$ cat src/rtl/xlat_pkg.sv
package xlat_pkg;
  // Window count is fixed by the address map: mem, regs, mem2, mem3.
  localparam int XLAT_WINDOWS = 4;
  localparam int XLAT_IDX_W   = $clog2(XLAT_WINDOWS);
  localparam int XLAT_SEL_W   = XLAT_IDX_W + 1;

  // Strobes from control to datapath for one clock cycle.
  typedef struct packed {
    logic [XLAT_WINDOWS-1:0] startWe;
    logic [XLAT_WINDOWS-1:0] sizeWe;
    logic                    capture;
  } xlatStrobe_t;
endpackage

$ cat src/rtl/xlat_ctrl.sv
module xlat_ctrl
  import xlat_pkg::*;
(
  input  logic                  cfgWrEn,
  input  logic [XLAT_SEL_W-1:0] cfgSel,
  input  logic                  reqValid,
  output xlatStrobe_t           strobe
);
  logic [XLAT_IDX_W-1:0] winIdx;
  logic                  pickSize;

  assign winIdx   = cfgSel[XLAT_SEL_W-1:1];
  assign pickSize = cfgSel[0];

  generate
    for (genvar w = 0; w < XLAT_WINDOWS; w++) begin : g_dec
      assign strobe.startWe[w] = cfgWrEn && !pickSize && (winIdx == XLAT_IDX_W'(w));
      assign strobe.sizeWe[w]  = cfgWrEn &&  pickSize && (winIdx == XLAT_IDX_W'(w));
    end
  endgenerate

  assign strobe.capture = reqValid;
endmodule

$ cat src/rtl/xlat_datapath.sv
module xlat_datapath
  import xlat_pkg::*;
#(
  parameter int ADDR_W = 32
) (
  input  logic              clk,
  input  logic              rst_n,
  input  xlatStrobe_t       strobe,
  input  logic [ADDR_W-1:0] cfgData,
  input  logic [ADDR_W-1:0] reqAddr,
  output logic              rspValid,
  output logic              rspHit,
  output logic              rspMiss,
  output logic [ADDR_W-1:0] rspAddr,
  output logic [ADDR_W:0]   totalSpan
);
  localparam int SPAN_W = ADDR_W + 1;

  logic [ADDR_W-1:0] winStart [XLAT_WINDOWS];
  logic [ADDR_W-1:0] winSize  [XLAT_WINDOWS];
  logic [SPAN_W-1:0] winBase  [XLAT_WINDOWS+1];
  logic [ADDR_W-1:0] physCand [XLAT_WINDOWS];
  logic [XLAT_WINDOWS-1:0] winHit;
  logic [SPAN_W-1:0] reqWide;

  logic              anyHit;
  logic [ADDR_W-1:0] physSel;

  assign reqWide    = {1'b0, reqAddr};
  assign winBase[0] = '0;

  generate
    for (genvar w = 0; w < XLAT_WINDOWS; w++) begin : g_win
      always_ff @(posedge clk) begin
        if (!rst_n) begin
          winStart[w] <= '0;
          winSize[w]  <= '0;
        end else begin
          if (strobe.startWe[w]) winStart[w] <= cfgData;
          if (strobe.sizeWe[w])  winSize[w]  <= cfgData;
        end
      end

      // Back-to-back stacking in virtual space, carried one bit wider.
      assign winBase[w+1] = winBase[w] + {1'b0, winSize[w]};

      assign winHit[w] = (winSize[w] != '0) &&
                         (reqWide >= winBase[w]) &&
                         (reqWide <  winBase[w+1]);

      assign physCand[w] = winStart[w] + (reqAddr - winBase[w][ADDR_W-1:0]);
    end
  endgenerate

  assign totalSpan = winBase[XLAT_WINDOWS];

  // Lowest index wins; scan downward so lower windows overwrite.
  always_comb begin
    anyHit  = 1'b0;
    physSel = '0;
    for (int w = XLAT_WINDOWS - 1; w >= 0; w--) begin
      if (winHit[w]) begin
        anyHit  = 1'b1;
        physSel = physCand[w];
      end
    end
  end

  always_ff @(posedge clk) begin
    if (!rst_n) begin
      rspValid <= 1'b0;
      rspHit   <= 1'b0;
      rspMiss  <= 1'b0;
      rspAddr  <= '0;
    end else begin
      rspValid <= strobe.capture;
      rspHit   <= strobe.capture &&  anyHit;
      rspMiss  <= strobe.capture && !anyHit;
      rspAddr  <= (strobe.capture && anyHit) ? physSel : '0;
    end
  end
endmodule

$ cat src/rtl/win_xlat.sv
module win_xlat
  import xlat_pkg::*;
#(
  parameter int ADDR_W = 32
) (
  input  logic                  clk,
  input  logic                  rst_n,
  input  logic                  cfgWrEn,
  input  logic [XLAT_SEL_W-1:0] cfgSel,
  input  logic [ADDR_W-1:0]     cfgData,
  input  logic                  reqValid,
  input  logic [ADDR_W-1:0]     reqAddr,
  output logic                  rspValid,
  output logic                  rspHit,
  output logic                  rspMiss,
  output logic [ADDR_W-1:0]     rspAddr
);
  xlatStrobe_t     strobe;
  logic [ADDR_W:0] totalSpan;

  xlat_ctrl u_ctrl (
    .cfgWrEn (cfgWrEn),
    .cfgSel  (cfgSel),
    .reqValid(reqValid),
    .strobe  (strobe)
  );

  xlat_datapath #(.ADDR_W(ADDR_W)) u_dp (
    .clk      (clk),
    .rst_n    (rst_n),
    .strobe   (strobe),
    .cfgData  (cfgData),
    .reqAddr  (reqAddr),
    .rspValid (rspValid),
    .rspHit   (rspHit),
    .rspMiss  (rspMiss),
    .rspAddr  (rspAddr),
    .totalSpan(totalSpan)
  );
endmodule

$ cat config.mk
export PLATFORM = sky130hd
export DESIGN_NAME = win_xlat
export DESIGN_NICKNAME = d
export VERILOG_FILES = /design/src/rtl/xlat_pkg.sv /design/src/rtl/xlat_ctrl.sv /design/src/rtl/xlat_datapath.sv /design/src/rtl/win_xlat.sv
export SDC_FILE = /design/constraint.sdc
export NUM_CORES = 1
export LEC_CHECK = 0
export BUFFER_PORTS_ARGS = -buffer_cell sky130_fd_sc_hd__buf_2
export CAP_MARGIN = 40
export CORE_MARGIN = 2
export CORE_UTILIZATION = 25
export CTS_CLUSTER_DIAMETER = 200
export CTS_CLUSTER_SIZE = 40
export DETAILED_ROUTE_END_ITERATION = 7
export PLACE_DENSITY = 0.4
export SLEW_MARGIN = 20
export SYNTH_ARGS = -nofsm -noshare
export SYNTH_HDL_FRONTEND = slang
export SYNTH_SLANG_ARGS = --single-unit
$ cat constraint.sdc
create_clock -name clk -period 8.7 [get_ports clk]
set_clock_uncertainty 0.15 [all_clocks]
set_input_delay 1.305 -clock clk [delete_from_list [all_inputs] [get_ports clk]]
set_output_delay 1.305 -clock clk [all_outputs]
set_load 0.03 [all_outputs]
==> Word level (Yosys, flattened, before mapping) <==
Memory sizes are Yosys's and may differ from the RTL's.
Cells that the tools add are included.
{ "word_totals": {"n_memories": 2, "ff_bits": 35, "mem_bits_rw": 256, "in_bits": 71, "elab_cells": 104} }
{ "mem_list": {"columns": ["memory", "words", "word_bits", "read_ports", "rd_ports_with_merged_regs", "write_ports", "line_no", "source"], "rows": [
  ["u_dp.winSize", 4, 32, 4, 0, 4, "xlat_datapath.sv:20", "logic [ADDR_W-1:0] winSize [XLAT_WINDOWS];"],
  ["u_dp.winStart", 4, 32, 4, 0, 4, "xlat_datapath.sv:19", "logic [ADDR_W-1:0] winStart [XLAT_WINDOWS];"]
]} }
{ "op_classes": {"magnitude_cmp": 8, "eq_ne": 3, "n_reduce_logical": 28, "muxes": 41, "bitwise_logic": 8, "add_sub_neg": 10} }
{ "ops": {"columns": ["op", "n"], "rows": [
  ["$mux 32", 12],
  ["$add 32x32->32", 4],
  ["$reduce_bool 32->1", 4],
  ["$lt 32x33->1", 3],
  ["$sub 32x32->32", 3],
  ["$add 33x32->33", 2],
  ["$ge 32x33->1", 2],
  ["$add 32x32->33", 1],
  ["$ge 32x1->1 const B", 1],
  ["$ge 32x32->1", 1],
  ["$lt 32x32->1", 1],
  ["$mux 1", 29],
  ["$logic_and 1x1->1", 20],
  ["$or 1x1->1", 8],
  ["$eq 2x2->1 const B", 2],
  ["$eq 2x1->1 const B", 1],
  ["$logic_not 1->1", 2],
  ["$logic_not 2->1", 1],
  ["$reduce_and 2->1", 1]
]} }

==> Depth between registers and ports, before layout <==
Gate-level depths: netlist (run 1).
An unclocked memory read counts as a cell.
{ "depth": {"depth_word": 12, "mapped_depth": 41} }

==> Modules after synthesis <==
A second synthesis (run 1) with hierarchy kept.
{ "hier_totals": {"hier_cells": 2978, "hier_area_um2": 28130.7} }
{ "modules_own_cells": {"columns": ["module", "seq_area_each_um2", "area_per_inst_um2", "cells_each", "instances"], "rows": [
  ["xlat_datapath", 8388.0, 28026.9, 2969, 1],
  ["xlat_ctrl", 0.0, 103.8, 9, 1]
]} }

==> Worst setup path after synthesis (run 1) <==
OpenSTA, ideal clock, no wires.
{ "synth_timing": {"path_type": "register to register", "startpoint": "memory u_dp.winSize[0][0]", "endpoint": "register u_dp.rspAddr[14]", "path_slack_ns": 0.989, "required_time_ns": 8.480, "arrival_ns": 7.491, "setup_ns": 0.070, "synth_period_minus_slack_ns": 7.711, "path_stages_with_launch": 37, "path_cell_list": "edfxtp_1 > ha_1 > fa_1 > a211oi_1 > o211ai_1 > and2_1 > a21oi_1 > o21bai_1 > xor2_1 > ha_1 > and3_1 > a221oi_1 > a21boi_0 > o21bai_1 > a21oi_1 > xnor2_1 > ha_1 > o21a_1 > o21a_1 > o22ai_1 > o21ai_0 > a21o_1 > a31oi_1 > o22ai_1 > o22ai_1 > xor2_1 > ha_1 > a2111oi_0 > nand2_1 > a21oi_1 > a31oi_1 > a221oi_2 > o21a_1 > buf_6 > nand2_2 > or3_1 > a21oi_1"} }
{ "synth_rtl": {"columns": ["item", "line_no", "source"], "rows": [
  ["start, declared", "xlat_datapath.sv:20", null],
  ["end signal, assigned", "xlat_datapath.sv:79", "rspAddr <= (strobe.capture && anyHit) ? physSel : '0;"],
  ["end, declared", "xlat_datapath.sv:14", "output logic [ADDR_W-1:0] rspAddr,"]
]} }

==> impl_metrics.tcl, run 1 <==
set metrics [dict create \
    status "complete, no violations" \
    ctsHtreeMaxLevel 1 \
    use_met1_pct 26.3 \
    path_max_fanout 14 \
    via_per_inst 4.85 \
    cts_tree "built" \
    drive_above_1_share_pct 11.6 \
    dieArea_sq_um 112000 \
    whs_path_depth 3 \
    syn_inst 2872 \
    intPower_w 0.00468 \
    worst_pin_slew_ns 0.950 \
    overflow 0 \
    r2r_slack_ns 0.40 \
    cts_sinks 291 \
    crit_start "u_dp.winSize[0][1]$_SDFFCE_PN0P_" \
    leakage_nw 13.6 \
    finalMaxSlewViolations 0 \
    cts_made_buffers 11 \
    antenna_found_initial 13 \
    wl_per_cell_microns 22.7 \
    path_class "flip-flop to flip-flop" \
    grt_max_degree 42 \
    crit_top_cell "buf_4" \
    synth_warnings 0 \
    dp_cells 4484 \
    synth-seq-cells 291 \
    grt_use_total_pct 18.1 \
    peakVddDrop_v 0.000147 \
    routed_wl_microns 103000 \
    initial_utilization_pct 25.1 \
    busiest_layer "met2" \
    crit_arrival_ns 8.65 \
    yosys.area.top_type "edfxtp_1" \
    met3_usage_pct 1.12 \
    endpoint "u_dp.rspAddr[20]$_SDFF_PN0_" \
    reg2regPathDepth 41 \
    grt_pass1_wl_microns 149000 \
    maxCapViolCount 0 \
    grt_pass1_vias 22200 \
    synthDistinctLibCells 79 \
    drt_iter0_markers 1333 \
    core-area_sq_um 109000 \
    final-seq-area_sq_um 8390 \
    finalSetupViolations 0 \
    portBuffers 105 \
    die_w_microns 335 \
    synth_edf_count 256 \
    r2r_end "u_dp.rspAddr[20]$_SDFF_PN0_" \
    antenna_left 0 \
    gp_congestion 0.869 \
    timing.final.crit_period_ns 8.30 \
    cts_buffer_depth 3 \
    hpwl_microns 86400 \
    cts-root-buf "clkbuf_16" \
    synth_top_cell_area_share_pct 28.1 \
    critical-path-max-stage-delay_ns 0.45 \
    ys_async_sr_fraction_pct 0 \
    dr_total_vias 22000 \
    area_delta_synth_final_pct 15.1 \
    first_pass_iters 5 \
    end_kind "flip-flop" \
    powerDensity_nw_per_um2 292 \
    timing.fmax_ghz 0.120 \
    power_frac_comb_pct 73.0 \
    drc_errors 0 \
    final-hold-violation-count 0 \
    final_cells 4522 \
    met2_usage_pct 29.5 \
    netlist_area_sq_um 27300 \
    hold_path.class "flip-flop to flip-flop" \
    multi_input_area_sq_um 18000 \
    power_frac_seq_pct 18.7 \
    clock_latency_ns 0.57 \
    synth-main-ff-cell "edfxtp_1" \
    period_share_pct 95.4 \
    reg2reg_from "u_dp.winSize[0][1]$_SDFFCE_PN0P_" \
    total_power_w 0.00920 \
    avgSynthCellArea_sq_um 9.52 \
    rows 121 \
    slew_headroom_pct 36.7 \
    pin_count 106 \
    ys_seq_area_share_pct 30.7 \
    required_ns 9.04 \
    slowest_stage "edfxtp_1" \
    clkTransAtPathRegs_ns 0.17 \
    syn_nets 3398 \
    synthTopCellsByArea "edfxtp_1, ha_1, fa_1" \
    net-switching-power_w 0.00452 \
    power_frac_clock_pct 8.3 \
    nets 3623 \
    die_height_microns 335 \
    p_sw_share_pct 49.2 \
    setup.worst_path.start_class "flip-flop" \
    num-fill-cells 11500 \
]
repair_timing:
action / 4_1_cts / 5_1_grt
setup buffers: 0 / 13
gates cloned: 0 / 1
pin swaps: 1 / 22
gates resized for setup: 7 / 51
endpoints found under the setup margin: 12 / 34
hold buffers: 0 / 0
cell usage after synthesis, types with 15 or more instances:
| library cell | number |
|---|---|
| a211oi_1 | 33 |
| a21o_1 | 103 |
| a21oi_1 | 204 |
| a221oi_1 | 27 |
| a31oi_1 | 28 |
| and2_1 | 272 |
| and3_1 | 20 |
| clkbuf_1 | 48 |
| dfxtp_1 | 35 |
| edfxtp_1 | 256 |
| fa_1 | 97 |
| ha_1 | 358 |
| inv_1 | 271 |
| nand2_1 | 112 |
| nand2b_1 | 33 |
| nand3_1 | 65 |
| nand4_1 | 38 |
| nor2_1 | 149 |
| nor2b_1 | 29 |
| nor3_1 | 47 |
| nor4_1 | 43 |
| o211ai_1 | 16 |
| o21a_1 | 40 |
| o21ai_0 | 128 |
| o21bai_1 | 35 |
| o31ai_1 | 15 |
| xnor2_1 | 121 |
| xor2_1 | 80 |
layout make-up:
class / count / area share (%)
sequential: 291 / 26.7
clock inverter: 1 / 0.0954
clock buffer: 16 / 0.934
timing repair buffer: 268 / 6.06
antenna: 7 / 0.0557
multi-input combinational: 2254 / 57.4
tap: 1414 / 5.62
inverter: 271 / 3.23
per-layer routing:
| metal | wire, microns | up-vias |
|---|---|---|
| met5 | 24 | - |
| met2 | 46300 | 375 |
| met1 | 51600 | 10700 |
| met3 | 2900 | 73 |
| met4 | 1950 | 4 |
| li1 | - | 10800 |
power by group through the flow:
| stage | Clock, W | Combinational (W) | Sequential, W |
|---|---|---|---|
| floorplan | 0 | 0.00433 | 0.00177 |
| global route | 0.000832 | 0.00748 | 0.00173 |
| CTS | 0.000803 | 0.00662 | 0.00172 |
| global placement | 0 | 0.00660 | 0.00176 |
| detailed placement | 0 | 0.00655 | 0.00175 |
| finish | 0.000765 | 0.00672 | 0.00172 |
cell families after synthesis:
logic type                 synth area share [%]
buffers and inverters                      4.55
and+or+nand+nor                            16.8
muxes                                    0.0366
adders and majority gates                  23.5
AOI/OAI and AO/OA                          18.0
DFF                                        30.7
xor gates and xnor gates                   6.44
worst min path at each step:
stage,startpoint,to,slack (ns)
after floorplan,u_dp.winStart[0][0]$_SDFFCE_PN0P_,u_dp.rspAddr[0]$_SDFF_PN0_,0.48
after global placement,u_dp.winStart[0][0]$_SDFFCE_PN0P_,u_dp.rspAddr[0]$_SDFF_PN0_,0.59
after detailed placement,u_dp.winStart[0][0]$_SDFFCE_PN0P_,u_dp.rspAddr[0]$_SDFF_PN0_,0.58
after CTS,u_dp.winStart[0][0]$_SDFFCE_PN0P_,u_dp.rspAddr[0]$_SDFF_PN0_,0.62
after global routing,u_dp.winStart[0][21]$_SDFFCE_PN0P_,u_dp.rspAddr[21]$_SDFF_PN0_,0.69
final,u_dp.winStart[0][0]$_SDFFCE_PN0P_,u_dp.rspAddr[0]$_SDFF_PN0_,0.61
flip-flops by register name, indices dropped and copies added, names as in the netlist:
register and cells:
u_dp.winStart 128, u_dp.rspHit 1, u_dp.winSize 128, u_dp.rspMiss 1
u_dp.rspAddr 32, u_dp.rspValid 1
layout by cell type, fill, tap and decap left out, drive strengths merged, types with 33 or more instances in the layout:
cell | Yosys | routed
a21oi | 205 | 205
a211oi | 33 | 33
buf | 8 | 267
ha | 358 | 358
and2 | 272 | 272
o21a | 40 | 40
nor4 | 43 | 43
o21ai | 130 | 130
dfxtp | 35 | 35
xor2 | 80 | 80
inv | 271 | 271
nand3 | 65 | 65
nor3 | 47 | 47
nand2b | 33 | 33
xnor2 | 121 | 121
nor2 | 150 | 150
a21o | 103 | 103
edfxtp | 256 | 256
nand2 | 113 | 113
nand4 | 38 | 38
o21bai | 35 | 35
fa | 97 | 97
worst max-delay path, delay by kind of cell (launching register included):
kind | cells | cell delay (ns)
AOI/OAI and AO/OA | 19 | 3.42
xor gates and xnor gates | 3 | 0.60
adders and majority gates | 4 | 1.33
buffers and inverters | 8 | 1.21
DFF | 1 | 0.45
and+or+nand+nor | 7 | 1.03
per-stage QoR:
| step | hold slack, ns | utilization [%] | area, sq um | setup WS [ns] | TNS [ns] |
|---|---|---|---|---|---|
| floorplan | 0.478 | - | 27300 | 0.989 | 0 |
| global placement | 0.588 | 28.2 | 30700 | 0.00737 | 0 |
| detailed placement | 0.578 | 28.3 | 30800 | -0.0533 | -0.0604 |
| CTS | 0.618 | 28.7 | 31100 | 0.00793 | 0 |
| global route | 0.687 | 28.9 | 31500 | -0.0651 | -0.460 |
| finish | 0.611 | 29.0 | 31500 | 0.396 | 0 |
Power figures use the tool's default switching activity.
==> run 2: changes to the inputs <==
- ABC_AREA: unset -> 1
- clock period: 8.7 -> 9.6 ns (I/O delays scaled with it)
==> impl_metrics.tcl, run 2 <==
set metrics [dict create \
    yosys.area.top_type "edfxtp_1" \
    required_ns 9.96 \
    ys_seq_area_share_pct 29.8 \
    r2r_slack_ns 1.10 \
    intPower_w 0.00391 \
    synth-seq-cells 291 \
    routed_wl_microns 111000 \
    path_max_fanout 20 \
    largestRegisters "u_dp.winSize (128), u_dp.winStart (128), u_dp.rspAddr (32)" \
    final_cell_mix "nand2_1, inv_1, nor2_1, ha_1, a21oi_1" \
    dieArea_sq_um 115000 \
    final_common_cell "nand2_1" \
    initial_utilization_pct 25.1 \
    cts_sinks 291 \
    end_kind "flip-flop" \
    synthTopCellsByArea "edfxtp_1, ha_1, nand2_1" \
    die_w_microns 339 \
    place_ws_ns 1.09 \
    antenna_left 0 \
    nets 4120 \
    syn_nets 4029 \
    gp_congestion 0.901 \
    dp_cells 5081 \
    grt_max_degree 54 \
    dr_total_vias 24100 \
    cts-root-buf "clkbuf_16" \
    critical-path-max-stage-delay_ns 0.53 \
    finish.instance_area_sq_um 30900 \
    clock_latency_ns 0.58 \
    rows 123 \
    overflow 0 \
    status "complete, no violations" \
    cts_tree "built" \
    avgSynthCellArea_sq_um 8.03 \
    power_frac_comb_pct 75.2 \
    slew_headroom_pct 40.2 \
    grt_pass1_wl_microns 161000 \
    syn_inst 3503 \
    path_class "flip-flop to flip-flop" \
    ctsHoldBuffers 0 \
    timing.final.crit_period_ns 8.50 \
    synthTopCellsByCount "nand2_1, inv_1, nor2_1, ha_1, a21oi_1" \
    powerDensity_nw_per_um2 298 \
    antenna_found_initial 1 \
    net-switching-power_w 0.00528 \
    drive_above_1_share_pct 5.81 \
    crit_arrival_ns 8.86 \
    worst_pin_slew_ns 0.889 \
    maxCapViolCount 0 \
    wl_per_cell_microns 21.7 \
    n_antenna_cell 0 \
    fin_tns_setup_ns 0 \
    drt_iter0_markers 1587 \
    post_cts_buffers 0 \
    core-area_sq_um 112000 \
    peakVddDrop_v 0.000237 \
    drc_errors 0 \
    cts_made_buffers 11 \
    synth_edf_count 256 \
    worstHoldEndpoint "u_dp.rspAddr[30]$_SDFF_PN0_" \
    ctsHtreeMaxLevel 1 \
    reg2regPathDepth 45 \
    synth-main-ff-cell "edfxtp_1" \
    pin_count 106 \
    finalMaxSlewViolations 0 \
    cts_buffer_depth 3 \
    worstHoldStart "u_dp.winStart[0][30]$_SDFFCE_PN0P_" \
    p_sw_share_pct 57.5 \
    final_cells 5098 \
    hpwl_microns 94700 \
    final-hold-violation-count 0 \
    timing.fmax_ghz 0.118 \
    hold_path.class "flip-flop to flip-flop" \
    grt_use_total_pct 18.8 \
    power_frac_clock_pct 8.0 \
    die_height_microns 339 \
    setup.worst_path.start_class "flip-flop" \
    leakage_nw 14.2 \
    reg2reg_from "u_dp.winSize[0][0]$_SDFFCE_PN0P_" \
    portBuffers 105 \
    synth.most_common_cell "nand2_1" \
    slowest_stage "nand3_2" \
    synthDistinctLibCells 58 \
    rsz0062_at_grt "false" \
    ys_async_sr_fraction_pct 0 \
    grt_pass1_vias 24800 \
    power_frac_seq_pct 16.8 \
    post_dp_cell_area_sq_um 30500 \
    synth_warnings 0 \
    crit_top_cell "nand2_1" \
    finalSetupViolations 0 \
    area_delta_synth_final_pct 9.74 \
    synth_top_cell_area_share_pct 27.3 \
    period_share_pct 88.6 \
    netlist_area_sq_um 28100 \
    setup_ws_ns 1.10 \
    r2r_end "u_dp.rspAddr[20]$_SDFF_PN0_" \
    final_core_util_pct 27.6 \
    whs_path_depth 4 \
    clkTransAtPathRegs_ns 0.17 \
    post_cts_resized 0 \
    via_per_inst 4.72 \
    first_pass_iters 5 \
]
==> run 2: cell types whose count changed in the layout (fill, tap and decap cells not counted), moves of 71 or more <==
cell / previous run / this run
nor2_1: 139 / 467
a21oi_1: 196 / 350
inv_1: 271 / 521
and2_1: 270 / 4
a21o_1: 103 / 32
buf_4: 152 / 22
nand2_1: 109 / 560
==> run 2: power by group through the flow <==
stage	registers, W	logic (W)	clock network [W]
3_5_place_dp	0.00157	0.00683	0
3_3_place_gp	0.00158	0.00690	0
4_1_cts	0.00154	0.00686	0.000769
2_1_floorplan	0.00160	0.00442	0
5_1_grt	0.00156	0.00760	0.000791
6_report	0.00154	0.00692	0.000736
==> run 2: kinds of logic (layout without fill, tap and decap cells) <==
family          count (synthesis)  in the layout  synth area share [%]
compound gates                701            701                  14.2
xor+xnor                      198            198                  6.19
fa+ha+maj                     455            455                  22.8
buf+inv                       582            677                  7.99
flops                         291            291                  29.8
simple gates                 1276           1276                  19.0
==> run 2: final cells by class <==
class	count	area (sq um)
fill	12500	81200
multi-input combinational	2630	17600
sequential	291	8390
inverter	531	1990
tap	1500	1880
timing repair buffer	129	701
clock buffer	14	287
clock inverter	3	62.6
==> run 2: per-stage QoR <==
stage	hold WS (ns)	power, W
after floorplan	0.480	0.00601
after global placement	0.596	0.00848
after detailed placement	0.592	0.00840
after CTS	0.620	0.00917
after global routing	0.665	0.00994
final	0.624	0.00919
==> run 2: worst max-delay path by stage <==
| stage | from | endpoint | slack, ns | depth (start not counted) |
|---|---|---|---|---|
| after floorplan | u_dp.winSize[0][0]$_SDFFCE_PN0P_ | u_dp.rspAddr[27]$_SDFF_PN0_ | 3.33 | 41 |
| after global placement | u_dp.winSize[0][0]$_SDFFCE_PN0P_ | u_dp.rspAddr[23]$_SDFF_PN0_ | 1.17 | 42 |
| after detailed placement | u_dp.winSize[0][2]$_SDFFCE_PN0P_ | u_dp.rspAddr[20]$_SDFF_PN0_ | 1.09 | 41 |
| after CTS | u_dp.winSize[0][2]$_SDFFCE_PN0P_ | u_dp.rspAddr[20]$_SDFF_PN0_ | 1.04 | 41 |
| after global routing | u_dp.winSize[0][0]$_SDFFCE_PN0P_ | u_dp.rspAddr[26]$_SDFF_PN0_ | 0.38 | 41 |
| final | u_dp.winSize[0][0]$_SDFFCE_PN0P_ | u_dp.rspAddr[20]$_SDFF_PN0_ | 1.10 | 45 |
==> run 2: worst max-delay path: cells and delay by family, from the launching register on <==
kind,cells,cell delay (ns)
xor gates and xnor gates,3,0.89
AOI/OAI and AO/OA,11,2.03
buffers and inverters,4,0.75
and+or+nand+nor,22,2.40
adders and majority gates,5,1.70
DFF,1,0.49
==> run 2: routing by layer <==
layer	wire length, microns	track usage, %
met5	0	0
met4	2240	3.73
met3	4180	1.20
met2	47400	29.4
met1	56800	28.4
